## src/rtl/bankmap_pkg.sv

```systemverilog
package bankmap_pkg;
  // CPU side geometry
  localparam int unsigned CPU_AW   = 16;
  localparam int unsigned DATA_W   = 8;
  localparam int unsigned PORT_W   = 8;
  // Window geometry: the top WIN_BITS of the CPU address select the window
  localparam int unsigned WIN_BITS = 2;
  localparam logic [WIN_BITS-1:0] WIN_CODE = 2'b10;
  // Derived SRAM geometry: one extra address bit separates banked from flat space
  localparam int unsigned SRAM_AW  = CPU_AW + 1;
  localparam int unsigned BANK_W   = WIN_BITS;
  localparam int unsigned OFFS_W   = CPU_AW - WIN_BITS;

  typedef logic [CPU_AW-1:0]  cpu_addr_t;
  typedef logic [SRAM_AW-1:0] sram_addr_t;
  typedef logic [BANK_W-1:0]  bank_t;
endpackage

```

## src/rtl/bankmap_port_decode.sv

```systemverilog
module bankmap_port_decode
  import bankmap_pkg::*;
#(
  parameter logic [PORT_W-1:0] PORT = 8'h40
) (
  input  logic [PORT_W-1:0] port_addr,
  input  logic              iorq_n,
  input  logic              wr_n,
  output logic              load_en
);
  logic port_hit;
  logic io_write;

  always_comb begin
    port_hit = (port_addr == PORT);
    io_write = ~iorq_n & ~wr_n;
    load_en  = port_hit & io_write;
  end
endmodule

```

## src/rtl/bankmap_bank_reg.sv

```systemverilog
module bankmap_bank_reg
  import bankmap_pkg::*;
(
  input  logic              clk,
  input  logic              rst,
  input  logic              load_en,
  input  logic [DATA_W-1:0] data_in,
  output bank_t             bank_q
);
  always_ff @(posedge clk) begin
    if (rst) begin
      bank_q <= '0;
    end else if (load_en) begin
      bank_q <= data_in[BANK_W-1:0];
    end
  end
endmodule

```

## src/rtl/bankmap_window.sv

```systemverilog
module bankmap_window
  import bankmap_pkg::*;
(
  input  cpu_addr_t  cpu_addr,
  input  logic       mreq_n,
  input  bank_t      bank,
  output sram_addr_t sram_addr,
  output logic       in_window
);
  logic hit;

  always_comb begin
    hit       = ~mreq_n & (cpu_addr[CPU_AW-1 -: WIN_BITS] == WIN_CODE);
    in_window = hit;
  end

  // Offset bits inside the window always pass straight through
  assign sram_addr[OFFS_W-1:0] = cpu_addr[OFFS_W-1:0];

  // Each window bit is a 2:1 mux between the CPU bit and the bank bit
  for (genvar i = 0; i < WIN_BITS; i++) begin : g_win_mux
    assign sram_addr[OFFS_W+i] = hit ? bank[i] : cpu_addr[OFFS_W+i];
  end

  // Top SRAM bit separates the banked half from the flat half
  assign sram_addr[SRAM_AW-1] = hit;
endmodule

```

## src/rtl/bankmap_top.sv

```systemverilog
module bankmap_top
  import bankmap_pkg::*;
#(
  parameter logic [PORT_W-1:0] PORT = 8'h40
) (
  input  logic                clk,
  input  logic                rst,
  input  logic [CPU_AW-1:0]   cpu_addr,
  input  logic [DATA_W-1:0]   cpu_data,
  input  logic                mreq_n,
  input  logic                iorq_n,
  input  logic                wr_n,
  output logic [SRAM_AW-1:0]  sram_addr,
  output logic                banked
);
  logic  load_en;
  bank_t bank_q;

  bankmap_port_decode #(.PORT(PORT)) u_dec (
    .port_addr (cpu_addr[PORT_W-1:0]),
    .iorq_n    (iorq_n),
    .wr_n      (wr_n),
    .load_en   (load_en)
  );

  bankmap_bank_reg u_reg (
    .clk     (clk),
    .rst     (rst),
    .load_en (load_en),
    .data_in (cpu_data),
    .bank_q  (bank_q)
  );

  bankmap_window u_win (
    .cpu_addr  (cpu_addr),
    .mreq_n    (mreq_n),
    .bank      (bank_q),
    .sram_addr (sram_addr),
    .in_window (banked)
  );
endmodule

```

## config.mk

```make
export PLATFORM = sky130hd
export DESIGN_NAME = bankmap_top
export DESIGN_NICKNAME = d
export VERILOG_FILES = /design/src/rtl/bankmap_pkg.sv /design/src/rtl/bankmap_port_decode.sv /design/src/rtl/bankmap_bank_reg.sv /design/src/rtl/bankmap_window.sv /design/src/rtl/bankmap_top.sv
export SDC_FILE = /design/constraint.sdc
export NUM_CORES = 1
export LEC_CHECK = 0
export BUFFER_PORTS_ARGS = -buffer_cell sky130_fd_sc_hd__buf_2
export CAP_MARGIN = 10
export CORE_AREA = 3 3 40 42
export DETAILED_ROUTE_END_ITERATION = 6
export DIE_AREA = 0 0 43 45
export GPL_TIMING_DRIVEN = 0
export HOLD_SLACK_MARGIN = 0.12
export PLACE_DENSITY_LB_ADDON = 0.25
export SLEW_MARGIN = 20
export SYNTH_ARGS = -nofsm -noshare
export SYNTH_HDL_FRONTEND = slang
export SYNTH_SLANG_ARGS = --single-unit
```

## constraint.sdc

```tcl
create_clock -name clk -period 1.45 [get_ports clk]
set_input_delay 0.435 -clock clk [delete_from_list [all_inputs] [get_ports clk]]
set_output_delay 0.435 -clock clk [all_outputs]
set_load 0.02 [all_outputs]
```

==> results <==
- The total nets after synthesis is 59.
- The remaining global-route overflow is 0.
- In this run, the number of DRC markers left after iteration 0 of detailed routing was 2.
- STA classifies the critical path endpoint as a flip-flop.
- The first TritonRoute pass finished after 2 iterations.
- Subtracting the final worst setup slack from the clock period gives approximately 1.4 ns.
- The count of cell types in the netlist is 11.
- The worst pin sits at a relative slew slack of between 80% and 90%.
- The buffer depth of the longest clock path is 2.
- The weighted congestion at the end of routability-driven global placement is between 0.6 and 0.7.
- After synthesis the netlist holds a flip-flop and latch count of 2.
- The number of antenna violations at the first check in global routing is 0.
- The maximum VDD drop is 0.000399 V.
- STA puts the critical path data arrival time at 1.57 ns.
- The root buffer cell chosen for the clock tree is sky130_fd_sc_hd__clkbuf_4.
- The cell area that synthesis handed to floorplanning was approximately 270 µm².
- On the final layout, the worst hold slack is around 0.47 ns.
- The register bank with the most flops is u_reg.bank_q.
- TritonCTS built the clock tree.
- The flow ran to the end, and the final reports show no timing, DRC or antenna violations.
- The detail-routed via count per cell is slightly below 4.
- Setup violations remaining at the end of the flow were counted as 0.
- The min-delay analysis places its worst path in the category flip-flop to flip-flop.
- The tool flagged a number of max-cap violations equal to 0.
- Global routing consumed, over all layers together, just under 8% of the routing resources.
- Between clock sinks in the finished design, the worst skew comes to 0 ns.
- Relative to the synthesized area, the layout overhead comes to 89.3%.
- The highest attainable clock frequency is ~700 MHz.
- In the final layout, the registers with the most flip-flops are u_reg.bank_q (2).
- The commonest non-fill, non-tap cell in the layout is sky130_fd_sc_hd__buf_2.
- After clock tree synthesis, the clock-pin slew on the worst setup and hold paths is 0.03 ns.
- In this design, the largest share of critical-path delay is due to simple AND/OR/NAND/NOR gates.
- Setup repair after global routing could not meet its margin everywhere.
- The routed wire length per instance is between 9 and 10 µm.
- The peak per-stage delay on the critical path is about 0.54 ns.
- Data on the critical path is required at its endpoint by 1.60 ns.
- The critical path launch point type is an input port.
- Hold repair after CTS inserted 0 buffers.
- The total half-perimeter wirelength after legalization and detailed placement is between 600 and 700 µm.
- Entering global routing, the biggest net connects 5 pins.
- At the pin with the least slew margin, the transition time is 0.274 ns.
- The hold violation total from the final report is 0.
- The post-route netlist has ~84% of its cells at a drive strength greater than 1.
- The die width is around 43 µm.
- The critical path's slowest cell is sky130_fd_sc_hd__or4_4.
- In the finished design, the share of the clock period the worst path needs comes to 98.2%.
- For this design, the sink count on the clock tree is 2.
- The analysis attributes to cell leakage a power of approximately 0.27 nW.
- The initial utilization of the core area, before any placement, comes to a little over a fifth.
- The count of filler cells inserted in the layout is between 100 and 150.
- The post-synthesis average cell area is about 9 µm².
- The critical path in this run is classified as input port to flip-flop.
- The routed layout has 325 vias.
- The via count of the first global-routing pass is 300.
- The number of routed nets with antenna violations is 0.
- Wires add up to ~760 µm.
- The area of all placed cells without fillers is 507 µm².
- Buffers placed on the I/O ports in this run total 34.
- After synthesis, flip-flops and latches occupy between 10% and 20% of the total area.
- The die covers just under 2000 µm².
- The cell area power density is 609 nW/µm².
- The top-level I/O count is between 40 and 50.
- The register with the most flip-flops in the layout has 2 of them.
- The top cell types in the final layout, fill and taps aside, are sky130_fd_sc_hd__buf_2, sky130_fd_sc_hd__buf_4, sky130_fd_sc_hd__nand2b_1.
- The largest fanout of any net on the critical path is 2.
- The signal on the critical path passes through buf_6, or4_4, nor4_4, mux2i_1.
- The net count of the finished layout is 98.
- The floorplan has 13 rows.
- Measured along the y axis, the die boundary spans between 40 and 50 µm.
- The total placed instance area is approximately 460 µm².
- The final-report max-slew violation count came to 0.
- After detailed routing, the number of remaining DRC violations is 0.
- The clock reaches the later pin of the worst-skew pair after 0.22 ns.
- The number of buffers and inverters on the critical path is 1.
- The first global-routing pass estimated roughly 1.1 mm of wire.
- The cell count after synthesis is 30.
- The antenna diode count is 0.
- The core region is roughly 1300 µm².
- CTS built an H-tree with a depth of 1.
- The synthesis warning total is 0.
- TritonCTS created 3 clock buffers.
==> repair_timing <==
action | CTS | global route
buffers inserted | 0 | 0
pin swaps | 3 | 3
cloned | 0 | 0
endpoints found under the setup margin | 2 | 3
hold endpoints to repair | 0 | 0
gates resized for setup | 3 | 2
==> synthesized netlist by cell type <==
master,number,area [µm²]
sky130_fd_sc_hd__nor3b_1,1,7.51
sky130_fd_sc_hd__nand2_1,1,3.75
sky130_fd_sc_hd__nand2b_1,4,25.0
sky130_fd_sc_hd__or4_4,1,11.3
sky130_fd_sc_hd__mux2i_1,2,20.0
sky130_fd_sc_hd__buf_4,15,113
sky130_fd_sc_hd__dfxtp_1,2,40.0
sky130_fd_sc_hd__o21bai_1,1,7.51
sky130_fd_sc_hd__o31a_1,1,8.76
sky130_fd_sc_hd__or4b_1,1,10.0
sky130_fd_sc_hd__nor4_4,1,21.3
==> routing by layer <==
metal	GRT usage [%]	wire [µm]	vias up	share of wire, %
li1	-	-	162	-
met1	8.13	270	127	35
met3	5.18	191	0	25
met4	3.61	0	0	0
met2	12.6	301	36	39
met5	0	0	-	0
==> where the power goes <==
part | switching [mW] | internal, mW | total [mW]
Sequential | 0.0000190 | 0.0555 | 0.0555
Clock | 0.0301 | 0.0912 | 0.121
Combinational | 0.0627 | 0.0694 | 0.132
Total | 0.0927 | 0.216 | 0.309
==> cells by family (layout without fill, tap and decap cells) <==
| family | after synthesis | in the layout | share of synthesized area (%) |
|---|---|---|---|
| compound gates | 2 | 2 | 6.08 |
| buf+inv | 15 | 52 | 42.1 |
| flops | 2 | 2 | 15.0 |
| mux | 2 | 2 | 7.48 |
| simple gates | 9 | 9 | 29.4 |
==> layout make-up <==
type                       instances  area [µm²]  area share, %
timing repair buffer              34         189           37.3
buffer                            15         113           22.2
multi-input combinational         13         124           24.4
tap                               15        18.8           3.70
sequential                         2        40.0           7.90
clock buffer                       3        22.5           4.44
==> stage by stage <==
step	util [%]	std cells	setup slack, ns	power [mW]	setup TNS (ns)
finish	39.4	82	0.0260	0.309	0
global route	39.4	82	-0.0127	0.333	-0.0127
CTS	38.5	82	0.0101	0.314	0
floorplan	-	30	-0.0399	0.132	-0.0856
global placement	35.9	79	-0.228	0.182	-0.448
detailed placement	35.9	79	-0.240	0.182	-0.484
==> final timing paths <==
kind | start | end | slack, ns | cells after the start
worst max register to register | u_reg.bank_q[1]$_SDFFE_PP0P_ | u_reg.bank_q[1]$_SDFFE_PP0P_ | 0.88 | 2
worst max-delay path | cpu_addr[0] | u_reg.bank_q[0]$_SDFFE_PP0P_ | 0.03 | 4
worst min-delay path | u_reg.bank_q[0]$_SDFFE_PP0P_ | u_reg.bank_q[0]$_SDFFE_PP0P_ | 0.47 | 2
worst min register to register | u_reg.bank_q[0]$_SDFFE_PP0P_ | u_reg.bank_q[0]$_SDFFE_PP0P_ | 0.47 | 2
==> worst reg2reg max path, delay by kind of cell (launching register included) <==
family | cells | cell delay (ns)
flops | 1 | 0.33
mux | 1 | 0.11
simple gates | 1 | 0.06
No activity file was read; power rests on OpenSTA's default activity.
